===== config.mk =====
export PLATFORM = sky130hd
export DESIGN_NAME = octddr_master
export DESIGN_NICKNAME = d
export VERILOG_FILES = /design/src/rtl/octddr_pkg.sv /design/src/rtl/octddr_ck_gen.sv /design/src/rtl/octddr_tx_shift.sv /design/src/rtl/octddr_rd_cap.sv /design/src/rtl/octddr_master.sv
export SDC_FILE = /design/constraint.sdc
export NUM_CORES = 1
export LEC_CHECK = 0
export BUFFER_PORTS_ARGS = -buffer_cell sky130_fd_sc_hd__buf_2
export CORE_ASPECT_RATIO = 0.8
export CORE_MARGIN = 8
export CORE_UTILIZATION = 45
export DETAILED_ROUTE_END_ITERATION = 6
export GPL_ROUTABILITY_DRIVEN = 0
export PLACE_DENSITY = 0.77
export SYNTH_ARGS = -nofsm -noshare
export SYNTH_HDL_FRONTEND = slang
export SYNTH_SLANG_ARGS = --single-unit
export TNS_END_PERCENT = 20

===== constraint.sdc =====
create_clock -name clk -period 2.4 [get_ports clk]
set_input_delay 0.24 -clock clk [delete_from_list [all_inputs] [get_ports clk]]
set_output_delay 0.24 -clock clk [all_outputs]
set_load 0.01 [all_outputs]

===== src/rtl/octddr_pkg.sv =====
package octddr_pkg;
   typedef enum logic [1:0] {ST_IDLE, ST_CA, ST_LAT, ST_DATA} seq_state_t;

   localparam int CA_W = 48;
   localparam int WORD_W = 16;

   function automatic logic [CA_W-1:0] pack_ca(input logic rd, input logic rg,
                                               input logic lin, input logic [31:0] a);
      return {rd, rg, lin, a[31:3], 13'd0, a[2:0]};
   endfunction
endpackage


===== src/rtl/octddr_ck_gen.sv =====
module octddr_ck_gen (
   input  logic clk,
   input  logic rst_n,
   input  logic run,
   output logic ck,
   output logic ck_n
);
   // Edges are placed half a system cycle after data changes, centring them.
   always_ff @(negedge clk or negedge rst_n) begin
      if (!rst_n) begin
         ck   <= 1'b0;
         ck_n <= 1'b1;
      end else if (run) begin
         ck   <= ~ck;
         ck_n <= ~ck_n;
      end
   end

   assert_ck_rests_low_R1: assert property (@(posedge clk) disable iff (!rst_n)
      (!run && !$past(run)) |-> !ck);
   assert_ck_pair_R11: assert property (@(posedge clk) disable iff (!rst_n)
      ck_n == !ck);
endmodule


===== src/rtl/octddr_tx_shift.sv =====
module octddr_tx_shift #(
   parameter int DQ_W = 8,
   parameter int SH_W = 64
) (
   input  logic            clk,
   input  logic            rst_n,
   input  logic            load,
   input  logic [SH_W-1:0] load_val,
   input  logic            shift,
   output logic [DQ_W-1:0] byte_o
);
   logic [SH_W-1:0] sh;

   generate
      if (SH_W % DQ_W != 0) begin : g_bad_w
         $error("SH_W must be a multiple of DQ_W");
      end
      if (SH_W == DQ_W) begin : g_single
         always_ff @(posedge clk or negedge rst_n) begin
            if (!rst_n)    sh <= '0;
            else if (load) sh <= load_val;
         end
      end else begin : g_shift
         always_ff @(posedge clk or negedge rst_n) begin
            if (!rst_n)     sh <= '0;
            else if (load)  sh <= load_val;
            else if (shift) sh <= {sh[SH_W-DQ_W-1:0], {DQ_W{1'b0}}};
         end
      end
   endgenerate

   assign byte_o = sh[SH_W-1 -: DQ_W];
endmodule


===== src/rtl/octddr_rd_cap.sv =====
module octddr_rd_cap #(
   parameter int DQ_W = 8
) (
   input  logic              clk,
   input  logic              rst_n,
   input  logic              arm,
   input  logic              strobe,
   input  logic [DQ_W-1:0]   dq_i,
   output logic              word_valid,
   output logic [2*DQ_W-1:0] word_o
);
   logic            strobe_p;
   logic [DQ_W-1:0] hi_q;

   always_ff @(posedge clk or negedge rst_n) begin
      if (!rst_n) begin
         strobe_p   <= 1'b0;
         hi_q       <= '0;
         word_valid <= 1'b0;
         word_o     <= '0;
      end else begin
         strobe_p   <= strobe;
         word_valid <= 1'b0;
         if (arm && strobe && !strobe_p) hi_q <= dq_i;
         if (arm && !strobe && strobe_p) begin
            word_o     <= {hi_q, dq_i};
            word_valid <= 1'b1;
         end
      end
   end

   assert_word_pulse_R6: assert property (@(posedge clk) disable iff (!rst_n)
      word_valid |=> !word_valid);
endmodule


===== src/rtl/octddr_master.sv =====
module octddr_master
   import octddr_pkg::*;
#(
   parameter int ADDR_W = 32,
   parameter int DQ_W   = 8,
   parameter int LAT_W  = 4,
   parameter int LEN_W  = 4
) (
   input  logic              clk,
   input  logic              rst_n,
   input  logic [LAT_W-1:0]  cfg_latency,
   input  logic              req_valid,
   output logic              req_ready,
   input  logic              req_read,
   input  logic              req_reg,
   input  logic              req_linear,
   input  logic [ADDR_W-1:0] req_addr,
   input  logic [15:0]       req_wdata,
   input  logic [LEN_W-1:0]  req_words_m1,
   input  logic              rd_cut,
   output logic              rd_valid,
   output logic [15:0]       rd_data,
   output logic              done,
   output logic              bus_cs_n,
   output logic              bus_ck,
   output logic              bus_ck_n,
   output logic [DQ_W-1:0]   bus_dq_o,
   output logic              bus_dq_oe,
   input  logic [DQ_W-1:0]   bus_dq_i,
   input  logic              bus_strobe
);
   localparam int CNT_W   = ((LEN_W > LAT_W) ? LEN_W : LAT_W) + 1;
   localparam int SH_W    = CA_W + WORD_W;
   localparam int CA_LAST = CA_W / DQ_W - 1;

   generate
      if (ADDR_W != 32) begin : g_bad_addr
         $error("ADDR_W must be 32");
      end
      if (DQ_W * 2 != WORD_W) begin : g_bad_dq
         $error("DQ_W must be half the word width");
      end
      if (LAT_W < 2 || LEN_W < 2) begin : g_bad_cnt
         $error("LAT_W and LEN_W must be at least 2");
      end
   endgenerate

   seq_state_t       st;
   logic [CNT_W-1:0] cnt;
   logic             is_rd;
   logic [LAT_W-1:0] lat_q;
   logic [LEN_W-1:0] wm1_q;
   logic             accept;
   logic [DQ_W-1:0]  tx_byte;
   logic             rd_word_v;
   logic [15:0]      rd_word;

   assign accept    = (st == ST_IDLE) && req_valid;
   assign req_ready = (st == ST_IDLE);
   assign bus_cs_n  = (st == ST_IDLE);
   assign bus_dq_oe = (st == ST_CA) || ((st == ST_DATA) && !is_rd);
   assign bus_dq_o  = bus_dq_oe ? tx_byte : '0;
   assign rd_valid  = rd_word_v;
   assign rd_data   = rd_word;

   always_ff @(posedge clk or negedge rst_n) begin
      if (!rst_n) begin
         st    <= ST_IDLE;
         cnt   <= '0;
         is_rd <= 1'b0;
         lat_q <= '0;
         wm1_q <= '0;
         done  <= 1'b0;
      end else begin
         done <= 1'b0;
         case (st)
            ST_IDLE: if (accept) begin
               st    <= ST_CA;
               cnt   <= CNT_W'(CA_LAST);
               is_rd <= req_read;
               lat_q <= cfg_latency;
               wm1_q <= req_words_m1;
            end
            ST_CA: begin
               if (cnt != '0) begin
                  cnt <= cnt - CNT_W'(1);
               end else if (lat_q == '0) begin
                  st  <= ST_DATA;
                  cnt <= is_rd ? CNT_W'({wm1_q, 1'b1}) : CNT_W'(1);
               end else begin
                  st  <= ST_LAT;
                  cnt <= CNT_W'({lat_q, 1'b0}) - CNT_W'(1);
               end
            end
            ST_LAT: begin
               if (cnt != '0) begin
                  cnt <= cnt - CNT_W'(1);
               end else begin
                  st  <= ST_DATA;
                  cnt <= is_rd ? CNT_W'({wm1_q, 1'b1}) : CNT_W'(1);
               end
            end
            default: begin
               if (cnt == '0 || (is_rd && rd_cut && !cnt[0])) begin
                  st   <= ST_IDLE;
                  done <= 1'b1;
               end else begin
                  cnt <= cnt - CNT_W'(1);
               end
            end
         endcase
      end
   end

   octddr_ck_gen u_ck (
      .clk  (clk),
      .rst_n(rst_n),
      .run  (st != ST_IDLE),
      .ck   (bus_ck),
      .ck_n (bus_ck_n)
   );

   octddr_tx_shift #(.DQ_W(DQ_W), .SH_W(SH_W)) u_tx (
      .clk     (clk),
      .rst_n   (rst_n),
      .load    (accept),
      .load_val({pack_ca(req_read, req_reg, req_linear, req_addr), req_wdata}),
      .shift   ((st == ST_CA) || ((st == ST_DATA) && !is_rd)),
      .byte_o  (tx_byte)
   );

   octddr_rd_cap #(.DQ_W(DQ_W)) u_rx (
      .clk       (clk),
      .rst_n     (rst_n),
      .arm       ((st == ST_DATA) && is_rd),
      .strobe    (bus_strobe),
      .dq_i      (bus_dq_i),
      .word_valid(rd_word_v),
      .word_o    (rd_word)
   );

   assert_cs_start_ck_low_R1: assert property (@(posedge clk) disable iff (!rst_n)
      $fell(bus_cs_n) |-> !$past(bus_ck));
   assert_cs_end_ck_low_R8: assert property (@(posedge clk) disable iff (!rst_n)
      $rose(bus_cs_n) |-> !bus_ck);
   assert_done_cs_high_R8: assert property (@(posedge clk) disable iff (!rst_n)
      done |-> bus_cs_n);
   assert_rdv_only_read_R6: assert property (@(posedge clk) disable iff (!rst_n)
      rd_valid |-> is_rd);
endmodule


==> qor.yml, run 1 <==
route:
  routed.top_layer: "met4"
  wl_per_cell_um: 14.7
  dr.pass1.iters: 5
  viasPerCell: 5.22
  wl_um: 11700
  dr.first_iter.drc_count: 272
  dr_wl_met3_um: 832
  routed-wl-met2_um: 5190
  wl_met1_um: 5500
  drc: 0
  vias: 4136
  postRouteAntennaNets: 0
run_status:
  status: "finished, violations left"
  violations: "negative setup slack"
placed_design:
  place_ws_ns: 0.0907
  port_buffers: 102
  hpwl_um: 8060
global_routing:
  grt_pass1_wl_um: 19900
  grt_max_degree: 98
  grt.overflow.total: 0
  grt.total_usage: 0.167
  antenna_found_initial: 0
  grt_pass1_vias: 4202
power_and_ir_drop:
  total_power_w: 0.00814
  leakage_nw: 2.94
  ir_drop_uv: 622
  power_density_nw_per_um2: 1370
final_layout:
  fill_cells: 988
  drive_above_1_share: 0.228
  nNetsFinal: 724
  synthToLayoutAreaGrowth_pct: 20.3
  diodes: 0
logic_synthesis:
  syn_inst: 552
  ys.flop_type: "dfrtp_1"
  synth_edf_count: 0
  ys_seq_elements: 109
  synth.distinct_cells: 48
  synth.avg_cell_area_um2: 8.92
  synth-seq-area-share: 0.554
  async_flop_share: 1.00
  yosysWarnings: 0
  syn-num-nets: 633
  synthesis.area_um2: 4920
cts:
  cts-buffers-inserted: 9
  htree_levels: 3
  clkTransAtPathRegs_ns: 0.08
  clk_latency_ns: 0.40
  clk_path_buf_depth: 2
  cts_tree: "built"
  clock-sinks: 109
  cts_root_buf: "clkbuf_16"
setup_path:
  worstPathCellList: "buf_6"
  critPathArrivalTime_ns: 2.22
  criticalPathCategory: "reg -> out"
  timing.rr.start: "st[0]"
  r2r_setup_slack_ns: 0.08
  start_kind: "flip-flop"
  cp_num_buf_inv: 1
  cpLargestDelayFamily: "flip-flops"
  cp-end-kind: "output port"
  r2r_end: "u_ck.ck"
  r2r_cells: 3
  critical-path-max-stage-delay_ns: 0.53
  required_ns: 2.16
  slowest_stage: "dfstp_2"
  cp_max_fo: 2
flow_run:
  maxCapViolCount: 0
timing:
  slew_viol_final: 0
  hold_viol: 0
  grt_setup_unrepaired: "yes"
  max_slew_margin: 0.474
  layout_setup_ws_ns: -0.0594
  finClkSkew_ns: 0.0528
  worstMarginPinSlew_ns: 0.789
  setup_violations: 1
die:
  core_area_um2: 10800
  start_util: 0.457
  die_y_um: 110
  io_pins: 103
  core.rowCount: 34
  dieArea_um2: 14600
  fp.dieW_um: 133
min_path:
  min_from: "bus_strobe"
  hold_path_end: "u_rx.strobe_p"
  min_path_cells: 1
  hold_class: "in -> reg"
[sequential cells by signal, indices dropped and copies added, names as in the netlist]
signal	count
done	1
u_tx.sh	64
u_rx.strobe_p	1
lat_q	4
st	2
u_rx.hi_q	8
cnt	5
u_rx.word_o	16
u_rx.word_valid	1
wm1_q	4
is_rd	1
u_ck.ck_n	1
u_ck.ck	1
[cell families (layout without fill, tap and decap cells)]
kind of cell	Yosys count	after routing	synth area share
and+or+nand+nor	278	278	0.233
DFF	109	109	0.554
AOI/OAI and AO/OA	98	98	0.125
buffers and inverters	45	141	0.0371
muxes	11	11	0.0249
adders and majority gates	9	9	0.0229
xor gates and xnor gates	2	2	0.00356
[routing by layer]
layer | vias up | global-route usage
met5 | - | 0
met4 | 0 | 0.0534
met3 | 14 | 0.0580
met2 | 143 | 0.260
met1 | 1970 | 0.217
li1 | 2009 | -
[report_power, final]
group          switching (W)  leakage (nW)  internal [W]  total [W]
Combinational        0.00201          1.42       0.00140    0.00341
Sequential          0.000494          1.36       0.00269    0.00318
Clock               0.000710         0.155      0.000834    0.00154
[Yosys cell counts, types with 2 or more instances]
cell type | n | area (um^2)
buf_2 | 8 | 40.0
nand4b_1 | 2 | 17.5
o311ai_0 | 2 | 17.5
a31oi_1 | 43 | 269
dfrtp_1 | 107 | 2680
nor3_1 | 4 | 20.0
a21oi_1 | 18 | 90.1
a21o_1 | 3 | 22.5
o31ai_1 | 2 | 15.0
nand3_1 | 2 | 10.0
nand2_1 | 198 | 743
o21ai_0 | 19 | 95.1
xnor2_1 | 2 | 17.5
clkbuf_1 | 21 | 78.8
mux2_2 | 10 | 113
nor2b_1 | 2 | 12.5
and2_1 | 10 | 62.6
nand3b_1 | 2 | 15.0
nor2_1 | 48 | 180
nand2b_1 | 2 | 12.5
ha_1 | 9 | 113
inv_1 | 10 | 37.5
buf_1 | 3 | 11.3
[worst max-delay path by stage]
stage                         start  endpoint  slack [ns]  depth (start not counted)
after floorplan               st[0]   u_ck.ck        0.02                          4
after global placement        st[0]   u_ck.ck        0.18                          3
after detailed placement      st[0]   u_ck.ck        0.09                          3
after CTS                 u_ck.ck_n  bus_ck_n       -0.08                          1
after global routing      u_ck.ck_n  bus_ck_n       -0.09                          1
final                     u_ck.ck_n  bus_ck_n       -0.06                          1
[placed cells by master, fill, tap and decap left out, types with 3 or more instances in the layout]
| master | n |
|---|---|
| a21o_1 | 3 |
| a31oi_1 | 43 |
| nor3_1 | 4 |
| dfrtp_1 | 107 |
| buf_4 | 9 |
| mux2_2 | 10 |
| inv_1 | 10 |
| buf_2 | 100 |
| nor2_1 | 48 |
| ha_1 | 9 |
| o21ai_0 | 19 |
| inv_6 | 3 |
| nand2_1 | 197 |
| clkbuf_16 | 9 |
| and2_1 | 10 |
| a21oi_1 | 17 |
[repair_timing]
action	4_1_cts	5_1_grt
hold buffers	1	0
resized for setup	1	0
hold endpoints to repair	3	0
buffers inserted	1	0
setup endpoints to repair	1	4
[metrics by stage]
| step | utilization | hold WS (ns) | TNS (ns) | instances | instance area [um^2] |
|---|---|---|---|---|---|
| after floorplan | - | -0.0556 | 0 | 552 | 4920 |
| after global placement | 0.519 | 0.0552 | 0 | 774 | 5590 |
| after detailed placement | 0.519 | 0.0601 | 0 | 774 | 5590 |
| after CTS | 0.550 | 0.00341 | -0.0784 | 792 | 5920 |
| after global routing | 0.550 | 0.00563 | -0.202 | 792 | 5920 |
| final | 0.550 | 0.0192 | -0.0594 | 792 | 5920 |
[area by class of cell]
cell class,instances,area (um^2),area share
timing repair buffer,113,629,0.106
clock inverter,8,92.6,0.0156
sequential,109,2730,0.461
multi-input combinational,398,2030,0.342
inverter,11,41.3,0.00697
clock buffer,9,225,0.0380
tap,144,180,0.0304
No activity file was read; power rests on OpenSTA's default activity.
==> run 2: changes to the inputs <==
- CELL_PAD_IN_SITES_DETAIL_PLACEMENT: default -> 1
- CELL_PAD_IN_SITES_GLOBAL_PLACEMENT: default -> 1
- CORE_UTILIZATION: 45 -> 41
- PLACE_DENSITY: 0.77 -> 0.89
==> qor.yml, run 2 (same netlist as run 1, synthesis figures left out) <==
die:
  core_area_um2: 11600
  io_pins: 103
  core.rowCount: 35
  fp.dieW_um: 139
  die_y_um: 114
  start_util: 0.424
  dieArea_um2: 15800
route:
  dr.pass1.iters: 4
  viasPerCell: 5.22
  dr.first_iter.drc_count: 185
  wl_um: 13500
  vias: 4158
  wl_per_cell_um: 16.9
  drc: 0
  postRouteAntennaNets: 0
setup_path:
  slowest_stage: "dfstp_2"
  cp_num_buf_inv: 1
  r2r_setup_slack_ns: 0.14
  r2r_cells: 3
  start_kind: "flip-flop"
  r2r_end: "u_ck.ck"
  required_ns: 2.16
  criticalPathCategory: "reg -> out"
  critical-path-max-stage-delay_ns: 0.53
  worstPathCellList: "buf_6"
  cp-end-kind: "output port"
  critPathArrivalTime_ns: 2.22
  cp_max_fo: 2
  cpLargestDelayFamily: "flip-flops"
  timing.rr.start: "st[0]"
final_layout:
  diodes: 0
  final_common_cell: "nand2_1"
  largest_reg_flops: 64
  nNetsFinal: 724
  synthToLayoutAreaGrowth_pct: 20.8
  fill_cells: 1394
  stdcell_area_um2: 5950
  reg.largest.list: "u_tx.sh (64), u_rx.word_o (16), u_rx.hi_q (8)"
  largest-register: "u_tx.sh"
  final_util: 0.512
  layout_common_cells: "nand2_1, dfrtp_1, buf_2"
  drive_above_1_share: 0.228
power_and_ir_drop:
  ir_drop_uv: 457
  switching_share: 0.402
  power_density_nw_per_um2: 1410
  combPwrFrac: 0.422
  p_int_w: 0.00501
  seqPwrFrac: 0.381
  leakage_nw: 2.96
  p_switching_w: 0.00336
  p_clk_frac: 0.197
timing:
  layout_setup_ws_ns: -0.0561
  finClkSkew_ns: 0.0532
  setup_violations: 1
  slew_viol_final: 0
  hold-worst-slack_ns: 0.0296
  hold_viol: 0
  grt_setup_unrepaired: "yes"
  max_slew_margin: 0.622
  worstMarginPinSlew_ns: 0.567
cts:
  clkTransAtPathRegs_ns: 0.08
  htree_levels: 3
  clk_latency_ns: 0.39
  clk_path_buf_depth: 2
  clock-sinks: 109
  cts_tree: "built"
  cts_root_buf: "clkbuf_16"
  cts-buffers-inserted: 9
min_path:
  hold_path_end: "u_rx.strobe_p"
  min_from: "bus_strobe"
  min_path_cells: 1
  hold_class: "in -> reg"
global_routing:
  grt_max_degree: 107
  grt.total_usage: 0.171
  antenna_found_initial: 0
  grt.overflow.total: 0
  grt_pass1_wl_um: 22400
  grt_pass1_vias: 4453
run_status:
  status: "finished, violations left"
  violations: "negative setup slack"
placed_design:
  port_buffers: 102
  dpl_cell_area_um2: 5590
  hpwl_um: 9450
flow_run:
  maxCapViolCount: 0
## run 2: cell types whose count changed in the layout (fill, tap and decap cells not counted)
cell / change
bufinv_16: +1
clkinv_4: +1
clkinv_8: -1
clkinvlp_4: -1
inv_6: -1
inv_8: +1
## run 2: power groups by stage
stage	sequential [W]	clock, W	combinational [W]
2_1_floorplan	0.00312	0.00000521	0.00247
3_3_place_gp	0.00317	0.00000521	0.00330
3_5_place_dp	0.00322	0.00000521	0.00351
4_1_cts	0.00320	0.00169	0.00358
5_1_grt	0.00330	0.00177	0.00397
6_report	0.00319	0.00165	0.00353
## run 2: final cells by class
type / count / area, um^2 / area share
clock inverters: 8 / 110 / 0.0185
repair buffers: 113 / 629 / 0.106
clock buffers: 9 / 225 / 0.0379
inverters: 11 / 41.3 / 0.00694
flip-flops and latches: 109 / 2730 / 0.459
multi-input cells: 398 / 2030 / 0.341
well taps: 148 / 185 / 0.0311
## run 2: worst max path at each step
stage	from	to	slack, ns	depth (start not counted)
final	u_ck.ck_n	bus_ck_n	-0.06	1
after global routing	u_ck.ck_n	bus_ck_n	-0.10	1
after CTS	u_ck.ck_n	bus_ck_n	-0.07	1
after detailed placement	st[1]	u_ck.ck	0.14	3
after global placement	st[0]	u_ck.ck	0.21	3
after floorplan	st[0]	u_ck.ck	0.02	4
## run 2: layer usage
metal | GRT usage | vias up | part of all wire
met5 | 0 | - | 0
met2 | 0.278 | 101 | 0.47
met4 | 0.0426 | 0 | 0.012
met3 | 0.0498 | 13 | 0.055
met1 | 0.219 | 2038 | 0.46
li1 | - | 2006 | -
## run 2: metrics by stage
stage / worst slack [ns] / total power (W) / TNS [ns] / cells
2_1_floorplan: 0.0177 / 0.00559 / 0 / 552
3_3_place_gp: 0.210 / 0.00647 / 0 / 778
3_5_place_dp: 0.144 / 0.00673 / 0 / 778
4_1_cts: -0.0686 / 0.00847 / -0.0686 / 796
5_1_grt: -0.102 / 0.00903 / -0.105 / 796
6_report: -0.0561 / 0.00838 / -0.0561 / 796
## run 2: repair_timing
item,in CTS,in global routing
pin swaps,0,0
gates resized for setup,1,0
hold endpoints to repair,1,0
buffers inserted,1,0
setup endpoints to repair,1,3
hold buffers,1,0
